### src/rtl/osc_ctl_pkg.sv
package osc_ctl_pkg;

  localparam int ADDR_W  = 5;
  localparam int DATA_W  = 32;
  localparam int SRC_W   = 2;
  localparam int SRC_POS = 16;
  localparam int NUM_EVT = 3;

  localparam int EVT_FAST = 0;
  localparam int EVT_SLOW = 1;
  localparam int EVT_CAL  = 2;

  localparam logic [SRC_W-1:0]  FAST_SRC_XTAL = 2'd1;
  localparam logic [DATA_W-1:0] DEB_RESET     = 32'h0000_0010;

  localparam logic [ADDR_W-1:0] RA_FAST_ON   = 5'd0;
  localparam logic [ADDR_W-1:0] RA_FAST_OFF  = 5'd1;
  localparam logic [ADDR_W-1:0] RA_SLOW_ON   = 5'd2;
  localparam logic [ADDR_W-1:0] RA_SLOW_OFF  = 5'd3;
  localparam logic [ADDR_W-1:0] RA_CALIB     = 5'd4;
  localparam logic [ADDR_W-1:0] RA_EV_FAST   = 5'd8;
  localparam logic [ADDR_W-1:0] RA_EV_SLOW   = 5'd9;
  localparam logic [ADDR_W-1:0] RA_EV_CAL    = 5'd10;
  localparam logic [ADDR_W-1:0] RA_IEN_SET   = 5'd12;
  localparam logic [ADDR_W-1:0] RA_IEN_CLR   = 5'd13;
  localparam logic [ADDR_W-1:0] RA_FAST_RUN  = 5'd16;
  localparam logic [ADDR_W-1:0] RA_FAST_STAT = 5'd17;
  localparam logic [ADDR_W-1:0] RA_SLOW_RUN  = 5'd18;
  localparam logic [ADDR_W-1:0] RA_SLOW_STAT = 5'd19;
  localparam logic [ADDR_W-1:0] RA_SLOW_SEL  = 5'd20;
  localparam logic [ADDR_W-1:0] RA_SLOW_COPY = 5'd21;
  localparam logic [ADDR_W-1:0] RA_DEBOUNCE  = 5'd22;
  localparam logic [ADDR_W-1:0] RA_PHASE     = 5'd23;

  typedef enum logic [1:0] {
    OSC_OFF  = 2'd0,
    OSC_RAMP = 2'd1,
    OSC_ON   = 2'd2,
    OSC_HALT = 2'd3
  } osc_state_e;

  function automatic logic [DATA_W-1:0] pack_stat(input logic on, input logic [SRC_W-1:0] src);
    logic [DATA_W-1:0] w;
    w = '0;
    w[0] = on;
    w[SRC_POS +: SRC_W] = src;
    return w;
  endfunction

endpackage

### src/rtl/osc_fsm.sv
module osc_fsm
  import osc_ctl_pkg::*;
#(
  parameter int START_CYC   = 4,
  parameter bit GUARD_START = 1'b1
) (
  input  logic             clk,
  input  logic             rst_n,
  input  logic             start_i,
  input  logic             stop_i,
  input  logic [SRC_W-1:0] src_i,
  output osc_state_e       state_o,
  output logic             run_o,
  output logic             stat_on_o,
  output logic [SRC_W-1:0] stat_src_o,
  output logic             started_o
);

  localparam int CYC   = (START_CYC < 1) ? 1 : START_CYC;
  localparam int CNT_W = $clog2(CYC + 1);

  osc_state_e       state_q, state_d;
  logic [CNT_W-1:0] cnt_q, cnt_d;
  logic             run_q, run_d;
  logic             on_q, on_d;
  logic [SRC_W-1:0] src_q, src_d;
  logic             start_ok, stop_ok, done;

  generate
    if (GUARD_START) begin : g_guarded
      assign start_ok = start_i && (state_q == OSC_OFF || state_q == OSC_HALT);
    end else begin : g_free
      assign start_ok = start_i;
    end
  endgenerate

  assign stop_ok   = stop_i && (state_q == OSC_RAMP || state_q == OSC_ON);
  assign done      = (state_q == OSC_RAMP) && (cnt_q == CNT_W'(1));
  assign started_o = done && !stop_ok && !start_ok;

  always_comb begin
    state_d = state_q;
    cnt_d   = cnt_q;
    run_d   = run_q;
    on_d    = on_q;
    src_d   = src_q;
    if (stop_ok) begin
      state_d = OSC_HALT;
      run_d   = 1'b0;
      on_d    = 1'b0;
      src_d   = '0;
      cnt_d   = '0;
    end else if (start_ok) begin
      state_d = OSC_RAMP;
      run_d   = 1'b1;
      cnt_d   = CNT_W'(CYC);
    end else begin
      case (state_q)
        OSC_RAMP: begin
          if (done) begin
            state_d = OSC_ON;
            on_d    = 1'b1;
            src_d   = src_i;
            cnt_d   = '0;
          end else begin
            cnt_d = cnt_q - CNT_W'(1);
          end
        end
        OSC_HALT: state_d = OSC_OFF;
        default:  state_d = state_q;
      endcase
    end
  end

  always_ff @(posedge clk or negedge rst_n) begin
    if (!rst_n) begin
      state_q <= OSC_OFF;
      cnt_q   <= '0;
      run_q   <= 1'b0;
      on_q    <= 1'b0;
      src_q   <= '0;
    end else begin
      state_q <= state_d;
      cnt_q   <= cnt_d;
      run_q   <= run_d;
      on_q    <= on_d;
      src_q   <= src_d;
    end
  end

  assign state_o    = state_q;
  assign run_o      = run_q;
  assign stat_on_o  = on_q;
  assign stat_src_o = src_q;

  AST_START_FROM_OFF: assert property (@(posedge clk) disable iff (!rst_n)
    start_i && !stop_i && state_q == OSC_OFF |=> state_q == OSC_RAMP && run_q);

  generate
    if (GUARD_START) begin : g_guard_chk
      AST_START_IGNORED_ON: assert property (@(posedge clk) disable iff (!rst_n)
        start_i && !stop_i && state_q == OSC_ON |=> state_q == OSC_ON && on_q);
    end else begin : g_free_chk
      AST_RESTART_ANY: assert property (@(posedge clk) disable iff (!rst_n)
        start_i && !stop_i |=> state_q == OSC_RAMP && run_q);
    end
  endgenerate

  AST_STARTED_LOADS: assert property (@(posedge clk) disable iff (!rst_n)
    started_o |=> state_q == OSC_ON && on_q);

  AST_STOP_CLEARS: assert property (@(posedge clk) disable iff (!rst_n)
    stop_i && (state_q == OSC_ON || state_q == OSC_RAMP) |=> state_q == OSC_HALT && !run_q && !on_q);

  AST_HALT_ONE_CYCLE: assert property (@(posedge clk) disable iff (!rst_n)
    state_q == OSC_HALT && !start_i |=> state_q == OSC_OFF);

  AST_RUN_TRACKS_STATE: assert property (@(posedge clk) disable iff (!rst_n)
    run_q == (state_q == OSC_RAMP || state_q == OSC_ON));

endmodule

### src/rtl/osc_cal_timer.sv
module osc_cal_timer #(
  parameter int CAL_CYC = 5
) (
  input  logic clk,
  input  logic rst_n,
  input  logic go_i,
  output logic done_o
);

  localparam int CYC   = (CAL_CYC < 1) ? 1 : CAL_CYC;
  localparam int CNT_W = $clog2(CYC + 1);

  logic             busy_q, busy_d;
  logic [CNT_W-1:0] cnt_q, cnt_d;
  logic             last;

  assign last   = busy_q && (cnt_q == CNT_W'(1));
  assign done_o = last && !go_i;

  always_comb begin
    busy_d = busy_q;
    cnt_d  = cnt_q;
    if (go_i) begin
      busy_d = 1'b1;
      cnt_d  = CNT_W'(CYC);
    end else if (last) begin
      busy_d = 1'b0;
      cnt_d  = '0;
    end else if (busy_q) begin
      cnt_d = cnt_q - CNT_W'(1);
    end
  end

  always_ff @(posedge clk or negedge rst_n) begin
    if (!rst_n) begin
      busy_q <= 1'b0;
      cnt_q  <= '0;
    end else begin
      busy_q <= busy_d;
      cnt_q  <= cnt_d;
    end
  end

  AST_CAL_GO_BUSY: assert property (@(posedge clk) disable iff (!rst_n)
    go_i |=> busy_q);

  AST_CAL_DONE_ENDS: assert property (@(posedge clk) disable iff (!rst_n)
    done_o |=> !busy_q);

endmodule

### src/rtl/osc_irq_ctrl.sv
module osc_irq_ctrl #(
  parameter int NEVT = 3
) (
  input  logic            clk,
  input  logic            rst_n,
  input  logic [NEVT-1:0] hw_set_i,
  input  logic [NEVT-1:0] sw_wr_i,
  input  logic            sw_val_i,
  input  logic            ien_set_i,
  input  logic            ien_clr_i,
  input  logic [NEVT-1:0] ien_data_i,
  output logic [NEVT-1:0] evt_o,
  output logic [NEVT-1:0] mask_o,
  output logic            irq_o
);

  logic [NEVT-1:0] evt_q, evt_d;
  logic [NEVT-1:0] mask_q, mask_d;

  generate
    for (genvar i = 0; i < NEVT; i++) begin : g_evt
      always_comb begin
        if (hw_set_i[i])      evt_d[i] = 1'b1;
        else if (sw_wr_i[i])  evt_d[i] = sw_val_i;
        else                  evt_d[i] = evt_q[i];
      end

      AST_HW_SET_WINS: assert property (@(posedge clk) disable iff (!rst_n)
        hw_set_i[i] |=> evt_q[i]);

      AST_SW_CLEARS: assert property (@(posedge clk) disable iff (!rst_n)
        sw_wr_i[i] && !sw_val_i && !hw_set_i[i] |=> !evt_q[i]);
    end
  endgenerate

  always_comb begin
    mask_d = mask_q;
    if (ien_set_i)      mask_d = mask_q | ien_data_i;
    else if (ien_clr_i) mask_d = mask_q & ~ien_data_i;
  end

  always_ff @(posedge clk or negedge rst_n) begin
    if (!rst_n) begin
      evt_q  <= '0;
      mask_q <= '0;
    end else begin
      evt_q  <= evt_d;
      mask_q <= mask_d;
    end
  end

  assign evt_o  = evt_q;
  assign mask_o = mask_q;
  assign irq_o  = |(evt_q & mask_q);

  AST_MASK_SET: assert property (@(posedge clk) disable iff (!rst_n)
    ien_set_i |=> (mask_q & $past(ien_data_i)) == $past(ien_data_i));

  AST_MASK_CLR: assert property (@(posedge clk) disable iff (!rst_n)
    ien_clr_i && !ien_set_i |=> (mask_q & $past(ien_data_i)) == '0);

endmodule

### src/rtl/osc_task_ctrl.sv
module osc_task_ctrl
  import osc_ctl_pkg::*;
#(
  parameter int HF_START_CYC = 4,
  parameter int LF_START_CYC = 6,
  parameter int CAL_CYC      = 5
) (
  input  logic              clk,
  input  logic              rst_n,
  input  logic              reg_wr_i,
  input  logic [ADDR_W-1:0] reg_waddr_i,
  input  logic [DATA_W-1:0] reg_wdata_i,
  input  logic [ADDR_W-1:0] reg_raddr_i,
  output logic [DATA_W-1:0] reg_rdata_o,
  output logic              irq_o
);

  logic rst_meta_q, srst_n;

  always_ff @(posedge clk or negedge rst_n) begin
    if (!rst_n) begin
      rst_meta_q <= 1'b0;
      srst_n     <= 1'b0;
    end else begin
      rst_meta_q <= 1'b1;
      srst_n     <= rst_meta_q;
    end
  end

  logic task_fast_on, task_fast_off, task_slow_on, task_slow_off, task_cal;
  logic [NUM_EVT-1:0] ev_wr;
  logic ien_set, ien_clr, sel_wr, deb_wr;

  always_comb begin
    task_fast_on  = reg_wr_i && reg_waddr_i == RA_FAST_ON  && reg_wdata_i[0];
    task_fast_off = reg_wr_i && reg_waddr_i == RA_FAST_OFF && reg_wdata_i[0];
    task_slow_on  = reg_wr_i && reg_waddr_i == RA_SLOW_ON  && reg_wdata_i[0];
    task_slow_off = reg_wr_i && reg_waddr_i == RA_SLOW_OFF && reg_wdata_i[0];
    task_cal      = reg_wr_i && reg_waddr_i == RA_CALIB    && reg_wdata_i[0];
    ev_wr[EVT_FAST] = reg_wr_i && reg_waddr_i == RA_EV_FAST;
    ev_wr[EVT_SLOW] = reg_wr_i && reg_waddr_i == RA_EV_SLOW;
    ev_wr[EVT_CAL]  = reg_wr_i && reg_waddr_i == RA_EV_CAL;
    ien_set = reg_wr_i && reg_waddr_i == RA_IEN_SET;
    ien_clr = reg_wr_i && reg_waddr_i == RA_IEN_CLR;
    sel_wr  = reg_wr_i && reg_waddr_i == RA_SLOW_SEL;
    deb_wr  = reg_wr_i && reg_waddr_i == RA_DEBOUNCE;
  end

  logic [SRC_W-1:0]  sel_q, sel_d, copy_q, copy_d;
  logic [DATA_W-1:0] deb_q, deb_d;

  always_comb begin
    sel_d  = sel_wr ? reg_wdata_i[SRC_W-1:0] : sel_q;
    copy_d = task_slow_on ? sel_q : copy_q;
    deb_d  = deb_wr ? reg_wdata_i : deb_q;
  end

  always_ff @(posedge clk or negedge srst_n) begin
    if (!srst_n) begin
      sel_q  <= '0;
      copy_q <= '0;
      deb_q  <= DEB_RESET;
    end else begin
      sel_q  <= sel_d;
      copy_q <= copy_d;
      deb_q  <= deb_d;
    end
  end

  osc_state_e       fast_state, slow_state;
  logic             fast_run, slow_run, fast_on, slow_on;
  logic [SRC_W-1:0] fast_src, slow_src;
  logic             fast_started, slow_started, cal_done;

  osc_fsm #(.START_CYC(HF_START_CYC), .GUARD_START(1'b1)) u_fast (
    .clk        (clk),
    .rst_n      (srst_n),
    .start_i    (task_fast_on),
    .stop_i     (task_fast_off),
    .src_i      (FAST_SRC_XTAL),
    .state_o    (fast_state),
    .run_o      (fast_run),
    .stat_on_o  (fast_on),
    .stat_src_o (fast_src),
    .started_o  (fast_started)
  );

  osc_fsm #(.START_CYC(LF_START_CYC), .GUARD_START(1'b0)) u_slow (
    .clk        (clk),
    .rst_n      (srst_n),
    .start_i    (task_slow_on),
    .stop_i     (task_slow_off),
    .src_i      (copy_q),
    .state_o    (slow_state),
    .run_o      (slow_run),
    .stat_on_o  (slow_on),
    .stat_src_o (slow_src),
    .started_o  (slow_started)
  );

  osc_cal_timer #(.CAL_CYC(CAL_CYC)) u_cal (
    .clk    (clk),
    .rst_n  (srst_n),
    .go_i   (task_cal),
    .done_o (cal_done)
  );

  logic [NUM_EVT-1:0] hw_set, evt, mask;

  always_comb begin
    hw_set = '0;
    hw_set[EVT_FAST] = fast_started;
    hw_set[EVT_SLOW] = slow_started;
    hw_set[EVT_CAL]  = cal_done;
  end

  osc_irq_ctrl #(.NEVT(NUM_EVT)) u_irq (
    .clk        (clk),
    .rst_n      (srst_n),
    .hw_set_i   (hw_set),
    .sw_wr_i    (ev_wr),
    .sw_val_i   (reg_wdata_i[0]),
    .ien_set_i  (ien_set),
    .ien_clr_i  (ien_clr),
    .ien_data_i (reg_wdata_i[NUM_EVT-1:0]),
    .evt_o      (evt),
    .mask_o     (mask),
    .irq_o      (irq_o)
  );

  always_comb begin
    reg_rdata_o = '0;
    case (reg_raddr_i)
      RA_EV_FAST:   reg_rdata_o[0] = evt[EVT_FAST];
      RA_EV_SLOW:   reg_rdata_o[0] = evt[EVT_SLOW];
      RA_EV_CAL:    reg_rdata_o[0] = evt[EVT_CAL];
      RA_IEN_SET,
      RA_IEN_CLR:   reg_rdata_o[NUM_EVT-1:0] = mask;
      RA_FAST_RUN:  reg_rdata_o[0] = fast_run;
      RA_FAST_STAT: reg_rdata_o = pack_stat(fast_on, fast_src);
      RA_SLOW_RUN:  reg_rdata_o[0] = slow_run;
      RA_SLOW_STAT: reg_rdata_o = pack_stat(slow_on, slow_src);
      RA_SLOW_SEL:  reg_rdata_o[SRC_W-1:0] = sel_q;
      RA_SLOW_COPY: reg_rdata_o[SRC_W-1:0] = copy_q;
      RA_DEBOUNCE:  reg_rdata_o = deb_q;
      RA_PHASE:     reg_rdata_o[3:0] = {slow_state, fast_state};
      default:      reg_rdata_o = '0;
    endcase
  end

  AST_DEBOUNCE_WRITE: assert property (@(posedge clk) disable iff (!srst_n)
    deb_wr |=> deb_q == $past(reg_wdata_i));

  AST_COPY_HOLDS: assert property (@(posedge clk) disable iff (!srst_n)
    !task_slow_on |=> copy_q == $past(copy_q));

endmodule

### config.mk
export PLATFORM = sky130hd
export DESIGN_NAME = osc_task_ctrl
export DESIGN_NICKNAME = d
export VERILOG_FILES = /design/src/rtl/osc_ctl_pkg.sv /design/src/rtl/osc_fsm.sv /design/src/rtl/osc_cal_timer.sv /design/src/rtl/osc_irq_ctrl.sv /design/src/rtl/osc_task_ctrl.sv
export SDC_FILE = /design/constraint.sdc
export NUM_CORES = 1
export LEC_CHECK = 0
export BUFFER_PORTS_ARGS = -buffer_cell sky130_fd_sc_hd__buf_4
export CORE_ASPECT_RATIO = 1.2
export CORE_MARGIN = 10
export CORE_UTILIZATION = 37
export DETAILED_ROUTE_END_ITERATION = 12
export RECOVER_POWER = 100
export SYNTH_ARGS = -nofsm -noshare
export SYNTH_HDL_FRONTEND = slang
export SYNTH_SLANG_ARGS = --single-unit
### constraint.sdc
create_clock -name clk -period 2.3 [get_ports clk]
set_clock_uncertainty 0.2 [all_clocks]
set_input_delay 0.46 -clock clk [delete_from_list [all_inputs] [get_ports clk]]
set_output_delay 0.46 -clock clk [all_outputs]
set_load 0.005 [all_outputs]
==> reports/qor.csv, run 1 <==
stage,metric,value,unit
status,status,completed,
placement,place.gp.congestion,0.7944,
pwr,leakage,2.022,nW
timing,finalSetupTns,0,ns
synth,syn_inst,297,
timing,min_period,2.213,ns
setup_path,worstSetupStartpointType,register,
setup_path,cp_max_fo,3,
synth,synth_area_leaders,"dfrtp_1, mux2_2, and2_1, ha_1, nand2_1",
global_route,grt_usage,12.10,%
floorplanning,die_w,106.1,um
cells_and_area,fill_cells,836,
timing,finalCritPeriodShare,96.23,%
clock_network,cts_tree,built,
global_route,grt_pass1_wl,12720,um
global_route,grt_max_degree,33,
placement,port_buffers,77,
setup_path,crit_path_end_kind,primary output,
floorplanning,coreArea,0.008611,mm2
drt,totalWireLength,7611,um
setup_path,crit_chain,"mux4_2, a21oi_2, o21ai_1, clkbuf_4",
clock_network,clk_latency,0.34,ns
floorplanning,row_count,37,
synth,synth_top_area_share,47.87,%
synth,synth_fp_nets,352,
setup_path,path_buf_inv,1,
pwr,p_per_area,855.3,mW/mm2
setup_path,slowest_delay,0.47,ns
drt,wire_per_inst,15.07,um
synth,synth.avg_cell_area,11.09,um2
timing,hold_viol,0,
synth,synth.most_common_cell,dfrtp_1,
timing,clock.fmax,0.4518,GHz
job,maxCapViolCount,0,
placement,dp_hpwl,5872,um
floorplanning,die_area,0.01309,mm2
cells_and_area,antenna_cells,0,
synth,synth_edf_count,0,
clock_network,h-tree-depth,3,
drt,dr.pass1.iters,4,
setup_path,critPathSlowestCell,mux4_2,
floorplanning,io_pins,78,
clock_network,clockBufferDepth,2,
synth,syn_area,0.003293,mm2
setup_path,crit_start,u_fast.stat_src_o[0]$_DFFE_PN0P_,
synth,yosysSeqAreaShare,48.67,%
synth,yosys_warnings,0,
cells_and_area,finalNetCount,438,
synth,synth_top_cell_by_area,dfrtp_1,
drt,drc_errors,0,
global_route,grt_pass1_vias,2509,
synth,yosysUniqueCellTypes,49,
setup_path,critPathTopFamily,multiplexers,
clock_network,cts_root_buffer,clkbuf_8,
synth,ys_ff_latch,64,
timing,tightestPinTransition,1.062,ns
synth,synth_top_flop_cell,dfrtp_1,
global_route,grt-ovfl-total,0,
setup_path,timing.rr.start,srst_n$_DFF_PN0_,
timing,rsz0062_at_grt,false,
drt,drt_iter0_markers,77,
pwr,peakVddDrop,0.5438,mV
clock_network,cts.sinks,64,
clock_network,cts_buffers,9,
drt,vias_per_cell,4.897,
setup_path,criticalPathCategory,register to primary output,
pwr,finalPower,3.608,mW
cells_and_area,synthToLayoutAreaGrowth,28.12,%
setup_path,required,1.64,ns
synth,async_flop_share,100.0,%
cells_and_area,drive_gt1_share,34.79,%
timing,setup-violations-final,0,
worst_hold_path,min_from,reg_wdata_i[8],
synth,synthTopCellsByCount,"dfrtp_1, mux2_2, and2_1",
floorplanning,initial_core_util,38.24,%
worst_hold_path,hp-class,primary input to register,
timing,slew-limit-headroom,29.23,%
clock_network,clkTransAtPathRegs,0.07,ns
setup_path,crit_arrival,1.55,ns
floorplanning,die_h,123.3,um
drt,ant_nets,0,
cells_and_area,final_util,49.00,%
drt,vias,2473,
timing,drv_slew,0,
global_route,grt_antenna_before_repair,0,
-- report_power, final --
part | switching (mW) | internal, mW
clock | 0.437 | 0.716
sequential | 0.204 | 1.41
combinational | 0.389 | 0.452
total | 1.03 | 2.58
-- stage by stage --
step | worst slack [ns] | hold WS, ns | cells | area, um2
after floorplan | 0.1164 | -0.03559 | 297 | 3293
after global placement | 0.08735 | 0.04308 | 484 | 4020
after detailed placement | 0.06992 | 0.04510 | 484 | 4020
after CTS | 0.006153 | 0.1171 | 501 | 4265
after global routing | 0.01125 | 0.1184 | 505 | 4219
final | 0.08671 | 0.1397 | 505 | 4219
-- kinds of logic after synthesis --
| logic type | count (synthesis) | share of synthesized area, % |
|---|---|---|
| multiplexers | 47 | 16.49 |
| AO/OA/AOI/OAI | 42 | 8.283 |
| XOR/XNOR | 2 | 0.5320 |
| adder cells (fa/ha/maj) | 10 | 3.799 |
| buffers and inverters | 25 | 3.723 |
| AND/OR/NAND/NOR | 106 | 18.39 |
| other | 1 | 0.1139 |
| flip-flops | 64 | 48.67 |
-- final timing paths --
path                            slack, ns              endpoint  cells after the start
worst max-delay path                 0.09        reg_rdata_o[0]                      4
worst min-delay path                 0.14  deb_q[8]$_DFFE_PN0P_                      2
worst max register to register       0.38  deb_q[9]$_DFFE_PN0P_                      1
worst min register to register       0.16      srst_n$_DFF_PN0_                      0
max in group asynchronous            0.38  deb_q[9]$_DFFE_PN0P_                      1
min in group asynchronous            0.22  rst_meta_q$_DFF_PN0_                      2
-- area by class of cell --
| type | count | area, um2 | share of cell area [%] |
|---|---|---|---|
| inverter | 13 | 48.80 | 1.157 |
| timing repair buffer | 87 | 628.1 | 14.89 |
| clock buffer | 10 | 127.6 | 3.025 |
| clock inverter | 6 | 107.6 | 2.550 |
| tap | 117 | 146.4 | 3.470 |
| multi-input combinational | 208 | 1558 | 36.92 |
| sequential | 64 | 1603 | 37.99 |
-- registers in the layout (all words and copies together) (netlist names), 2 cells and up, named ones only --
register           cells
u_irq.evt_o            3
u_slow.cnt_q           3
deb_q                 32
copy_q                 2
u_fast.state_o         2
sel_q                  2
u_cal.cnt_q            3
u_fast.cnt_q           3
u_slow.stat_src_o      2
u_slow.state_o         2
-- placed cells by master (no fill, tap or decap), types with 2 or more instances in the layout --
cell type,instances
a211o_1,2
a21o_1,4
a21oi_1,7
a32oi_1,2
and2_0,14
and2_1,13
and3_1,2
buf_4,62
bufinv_16,3
clkbuf_1,10
clkbuf_4,12
clkbuf_8,9
clkinv_2,2
dfrtp_1,63
ha_1,10
inv_1,13
mux2_1,2
mux2_2,36
mux2i_1,7
mux4_2,2
nand2_1,24
nand3_1,5
nand3b_1,3
nor2_1,17
nor2b_1,8
nor3_1,7
nor3b_1,3
nor4bb_1,2
o21ai_0,11
o21ai_1,2
o22ai_1,3
-- layer usage --
| layer | vias up | track usage, % | wire length (um) |
|---|---|---|---|
| met2 | 84 | 17.53 | 3333 |
| met4 | 0 | 3.983 | 102 |
| li1 | 1218 | - | - |
| met1 | 1160 | 16.19 | 3655 |
| met3 | 11 | 4.737 | 520 |
| met5 | - | 0 | 0 |
-- repair_timing --
action                     in CTS  in global routing
hold endpoints to repair        2                  0
hold buffers                    1                  0
setup endpoints to repair       0                 28
buffers inserted                0                  4
resized for setup               0                  5
Power figures use the tool's default switching activity.
==> inputs of run 2 (changes only) <==
--- a/config.mk
+++ b/config.mk
@@ -5,6 +5,7 @@
 export SDC_FILE = /design/constraint.sdc
 export NUM_CORES = 1
 export LEC_CHECK = 0
+export ABC_AREA = 1
 export BUFFER_PORTS_ARGS = -buffer_cell sky130_fd_sc_hd__buf_4
 export CORE_ASPECT_RATIO = 1.2
 export CORE_MARGIN = 10
==> reports/qor.csv, run 2 <==
stage,metric,value,unit
pwr,p_per_area,813.7,mW/mm2
setup_path,critPathTopFamily,simple AND/OR/NAND/NOR gates,
timing,min_period,2.179,ns
floorplanning,row_count,37,
timing,finalCritPeriodShare,94.74,%
timing,tightestPinTransition,0.9452,ns
setup_path,critPathSlowestCell,nor2_1,
setup_path,criticalPathCategory,primary input to primary output,
clock_network,cts_buffers,9,
drt,vias,2963,
timing,hold_viol,0,
status,status,completed,
clock_network,clk_latency,0.34,ns
global_route,grt-ovfl-total,0,
global_route,grt_max_degree,40,
synth,synth.most_common_cell,nand2_1,
timing,rsz0062_at_grt,false,
cells_and_area,antenna_cells,0,
clock_network,clockBufferDepth,2,
placement,dp_hpwl,6599,um
timing,setup-violations-final,0,
drt,dr.pass1.iters,4,
cells_and_area,drive_gt1_share,19.30,%
global_route,grt_pass1_vias,2877,
synth,synth_top_flop_cell,dfrtp_1,
setup_path,r2r_cells,6,
floorplanning,die_w,106.0,um
drt,drc_errors,0,
synth,synth_top_area_share,48.00,%
drt,drt_iter0_markers,100,
setup_path,slowest_delay,0.29,ns
pwr,finalPower,3.375,mW
timing,finalSetupTns,0,ns
synth,synth_top_family_by_area,simple AND/OR/NAND/NOR gates,
pwr,peakVddDrop,0.3218,mV
synth,yosysUniqueCellTypes,31,
placement,port_buffers,77,
synth,synth.avg_cell_area,7.765,um2
synth,synth_top_cell_by_area,dfrtp_1,
timing,clock.fmax,0.4589,GHz
timing,drv_slew,0,
worst_hold_path,hp-class,primary input to register,
setup_path,worstSetupStartpointType,primary input,
cells_and_area,fill_cells,904,
floorplanning,initial_core_util,38.14,%
clock_network,cts.sinks,64,
synth,yosys.area_share.xor_xnor,0.8000,%
floorplanning,die_h,123.2,um
synth,synth_edf_count,0,
global_route,grt_antenna_before_repair,0,
job,maxCapViolCount,0,
synth,syn_inst,423,
drt,wire_per_inst,13.18,um
placement,place.gp.congestion,0.8130,
drt,vias_per_cell,4.703,
setup_path,crit_chain,"buf_4, inv_1, nand3_2, nor2_1, nand2_1, o211ai_1, clkbuf_4",
synth,async_flop_share,100.0,%
drt,ant_nets,0,
clock_network,h-tree-depth,3,
setup_path,required,1.64,ns
drt,totalWireLength,8304,um
clock_network,postCtsSetupRepairBufs,0,
synth,synth_fp_nets,478,
clock_network,clkTransAtPathRegs,0.07,ns
cells_and_area,synthToLayoutAreaGrowth,26.29,%
synth,yosysSeqAreaShare,48.80,%
setup_path,path_depth,7,
clock_network,cts_tree,built,
timing,slew-limit-headroom,36.99,%
global_route,grt_usage,12.85,%
synth,synth_fa_ha_area_share,3.810,%
cells_and_area,layout_common_cells,"nand2_1, nor2_1, inv_1",
pwr,leakage,2.323,nW
setup_path,crit_path_end_kind,primary output,
setup_path,crit_arrival,1.52,ns
floorplanning,io_pins,78,
global_route,grt_pass1_wl,13610,um
synth,synth_simple_gate_area_share,26.82,%
setup_path,cp_max_fo,4,
cells_and_area,finalNetCount,563,
setup_path,path_buf_inv,3,
synth,muxShareOfSynthArea,0,%
cells_and_area,final_common_cell,nand2_1,
synth,synth_area_leaders,"dfrtp_1, nand2_1, nor2_1, inv_1, a21oi_1",
synth,yosys_warnings,0,
cells_and_area,regMostFlops,deb_q,
clock_network,cts_root_buffer,clkbuf_8,
worst_hold_path,whs_path_depth,2,
synth,synth-compound-area-share,10.67,%
synth,ys_ff_latch,64,
floorplanning,die_area,0.01306,mm2
synth,synthTopCellsByCount,"nand2_1, nor2_1, inv_1",
cells_and_area,largest_reg_flops,32,
floorplanning,coreArea,0.008611,mm2
synth,syn_area,0.003284,mm2
-- run 2: worst reg2reg max path, stage by stage (launching register included) --
cell and delay, ns:
dfrtp_1 0.43, ha_1 0.30, nor2_1 0.05, o21ai_0 0.63, nand2_1 0.15, nand3_1 0.13, nand2_1 0.05
-- run 2: path summary, 6_finish.rpt --
kind,start,endpoint,slack (ns)
worst max-delay path,reg_raddr_i[3],reg_rdata_o[2],0.12
worst min-delay path,reg_wdata_i[1],register,0.12
worst max register to register,u_slow.state_o[0]$_DFFE_PN0P_,u_slow.cnt_q[2]$_DFFE_PN0P_,0.27
worst min register to register,rst_meta_q$_DFF_PN0_,srst_n$_DFF_PN0_,0.15
max in group asynchronous,srst_n$_DFF_PN0_,deb_q[0]$_DFFE_PN0P_,0.53
min in group asynchronous,srst_n$_DFF_PN0_,deb_q[24]$_DFFE_PN0P_,0.19
-- run 2: layer usage --
layer / vias to the layer above / wire length [um] / track usage [%] / share of wire (%)
li1: 1491 / - / - / -
met1: 1403 / 3488 / 15.26 / 42
met2: 64 / 4346 / 22.10 / 52
met3: 5 / 389 / 3.592 / 4.7
met4: 0 / 80 / 4.068 / 0.96
met5: - / 0 / 0 / 0
-- run 2: timing repair --
item	CTS	global route
setup endpoints to repair	0	26
endpoints found under the hold margin	2	0
gates resized for setup	0	2
hold buffers	1	0
-- run 2: final cells by class --
class,count,area (um2),area share (%)
clock buffer,11,151.4,3.650
sequential,64,1603,38.64
clock inverter,5,38.79,0.9351
timing repair buffer,82,598.1,14.42
tap,117,146.4,3.529
inverter,68,257.7,6.214
multi-input combinational,283,1353,32.61
-- run 2: power breakdown --
| group | switching [mW] | leakage (nW) | internal [mW] | total [mW] |
|---|---|---|---|---|
| Clock | 0.456 | 0.0963 | 0.457 | 0.913 |
| Combinational | 0.461 | 1.49 | 0.387 | 0.848 |
| Sequential | 0.200 | 0.734 | 1.41 | 1.61 |
-- run 2: through the flow --
stage / cells / hold WS (ns) / area (um2) / util [%] / worst slack [ns]
finish: 630 / 0.1243 / 4148 / 48.17 / 0.1209
global route: 630 / 0.1266 / 4148 / 48.17 / 0.01364
CTS: 630 / 0.07572 / 4225 / 49.07 / 0.06894
detailed placement: 613 / 0.04493 / 4025 / 46.75 / 0.07030
global placement: 613 / 0.04316 / 4025 / 46.75 / 0.1606
floorplan: 423 / -0.03559 / 3284 / - / 0.1878
-- run 2: kinds of logic after synthesis --
kind of cell,Yosys count
adders and majority gates,10
xor gates and xnor gates,3
DFF,64
other,1
and+or+nand+nor,207
buffers and inverters,76
AOI/OAI and AO/OA,62
==> inputs of run 3 (changes only) <==
--- a/config.mk
+++ b/config.mk
@@ -9,9 +9,10 @@
 export BUFFER_PORTS_ARGS = -buffer_cell sky130_fd_sc_hd__buf_4
 export CORE_ASPECT_RATIO = 1.2
 export CORE_MARGIN = 10
-export CORE_UTILIZATION = 37
+export CORE_UTILIZATION = 40
 export DETAILED_ROUTE_END_ITERATION = 12
 export RECOVER_POWER = 100
+export SETUP_SLACK_MARGIN = 0.02
 export SYNTH_ARGS = -nofsm -noshare
 export SYNTH_HDL_FRONTEND = slang
 export SYNTH_SLANG_ARGS = --single-unit
==> constraint.sdc (replaced) <==
create_clock -name clk -period 2.55 [get_ports clk]
set_clock_uncertainty 0.2 [all_clocks]
set_input_delay 0.51 -clock clk [delete_from_list [all_inputs] [get_ports clk]]
set_output_delay 0.51 -clock clk [all_outputs]
set_load 0.005 [all_outputs]
==> reports/qor.csv, run 3 (synthesis results as in run 2) <==
stage,metric,value,unit
drt,totalWireLength,8295,um
floorplanning,coreArea,0.008063,mm2
global_route,grt_antenna_before_repair,0,
setup_path,cp_max_fo,26,
setup_path,critPathSlowestCell,nor2_4,
setup_path,crit_path_end_kind,primary output,
timing,clock.fmax,0.4218,GHz
pwr,peakVddDrop,0.4140,mV
drt,vias,2866,
timing,finalSetupTns,0,ns
job,maxCapViolCount,0,
cells_and_area,largest_reg_flops,32,
timing,setup-violations-final,0,
drt,ant_nets,0,
timing,drv_slew,0,
clock_network,clockBufferDepth,2,
timing,slew-limit-headroom,29.40,%
clock_network,cts_tree,built,
placement,place.gp.congestion,0.8436,
cells_and_area,antenna_cells,0,
setup_path,slowest_delay,0.23,ns
setup_path,crit_arrival,1.66,ns
placement,port_buffers,77,
cells_and_area,synthToLayoutAreaGrowth,23.92,%
global_route,grt_usage,13.89,%
timing,hold_viol,0,
clock_network,cts_root_buffer,clkbuf_8,
setup_path,worstSetupStartpointType,primary input,
floorplanning,io_pins,78,
clock_network,h-tree-depth,3,
cells_and_area,drive_gt1_share,17.84,%
cells_and_area,fill_cells,814,
global_route,grt-ovfl-total,0,
placement,dp_hpwl,6397,um
floorplanning,row_count,36,
drt,drt_iter0_markers,104,
timing,rsz0062_at_grt,false,
drt,drc_errors,0,
global_route,grt_pass1_vias,2881,
drt,dr.pass1.iters,4,
global_route,grt_pass1_wl,13580,um
cells_and_area,regMostFlops,deb_q,
drt,wire_per_inst,13.71,um
cells_and_area,finalNetCount,560,
pwr,leakage,2.283,nW
clock_network,cts_buffers,9,
global_route,grt_max_degree,65,
setup_path,criticalPathCategory,primary input to primary output,
timing,tightestPinTransition,1.059,ns
floorplanning,die_area,0.01225,mm2
timing,finalCritPeriodShare,92.96,%
floorplanning,die_w,102.7,um
status,status,completed,
clock_network,clk_latency,0.34,ns
pwr,p_per_area,739.5,mW/mm2
clock_network,cts.sinks,64,
timing,min_period,2.371,ns
cells_and_area,final_common_cell,nand2_1,
clock_network,postCtsSetupRepairBufs,0,
cells_and_area,final_util,50.48,%
setup_path,crit_chain,"buf_4, inv_1, nand3_2, nor2_4, inv_2, nor2_1, clkbuf_4",
floorplanning,die_h,119.3,um
cells_and_area,layout_common_cells,"nand2_1, nor2_1, inv_1",
floorplanning,initial_core_util,40.74,%
clock_network,clkTransAtPathRegs,0.08,ns
worst_hold_path,hp-class,register to register,
drt,vias_per_cell,4.737,
setup_path,required,1.84,ns
## run 3: cell types whose count changed in the layout (fill, tap and decap cells not counted), sizes merged
cell / change
buf: -4
clkinv: +1
clkinvlp: +2
inv: -2
## run 3: worst paths after layout
kind                                       from  slack, ns                   end  depth (start not counted)
max                              reg_raddr_i[3]       0.18        reg_rdata_o[4]                          7
min                        rst_meta_q$_DFF_PN0_       0.17      srst_n$_DFF_PN0_                          0
max reg2reg                    srst_n$_DFF_PN0_       0.43  deb_q[0]$_DFFE_PN0P_                          1
min reg2reg                rst_meta_q$_DFF_PN0_       0.17      srst_n$_DFF_PN0_                          0
max in group asynchronous      srst_n$_DFF_PN0_       0.43  deb_q[0]$_DFFE_PN0P_                          1
min in group asynchronous      srst_n$_DFF_PN0_       0.24             async pin                          0
## run 3: per-stage QoR
step           power, mW  std cells  area, um2  worst slack [ns]  hold WS [ns]
2_1_floorplan      1.995        423       3284            0.4378       0.01441
5_1_grt            3.257        605       4070           0.06224        0.1725
6_report           3.010        605       4070            0.1794        0.1722
3_5_place_dp       2.256        588       3963            0.2037       0.09364
4_1_cts            3.065        605       4155            0.2037        0.1179
3_3_place_gp       2.232        588       3963            0.2746       0.09251
## run 3: cell type report
type                            instances  area [um2]  share of cell area (%)
Sequential cell                        64        1603                   39.38
Clock buffer                           10       137.6                   3.381
Timing Repair Buffer                   79       563.0                   13.83
Multi-Input combinational cell        283        1348                   33.11
Inverter                               68       255.2                   6.271
Tap cell                               95       118.9                   2.920
Clock inverter                          6       45.04                   1.107
## run 3: power breakdown
| group | switching (mW) | internal, mW |
|---|---|---|
| clock network | 0.420 | 0.380 |
| logic | 0.401 | 0.345 |
| registers | 0.188 | 1.28 |
## run 3: critical path: cells and delay by family
kind	cells	cell delay, ns
buffers and inverters	4	0.60
and+or+nand+nor	3	0.54
## run 3: what timing repair did
| action | in CTS | in global routing |
|---|---|---|
| gates resized for setup | 0 | 0 |
| hold buffers | 1 | 0 |
| endpoints found under the hold margin | 2 | 0 |
## run 3: per-layer routing
metal / global-route usage [%] / vias up / part of all wire [%]
li1: - / 1484 / -
met1: 15.89 / 1320 / 43
met2: 24.01 / 49 / 51
met3: 2.950 / 13 / 3.6
met4: 6.095 / 0 / 2.2
met5: 0 / - / 0
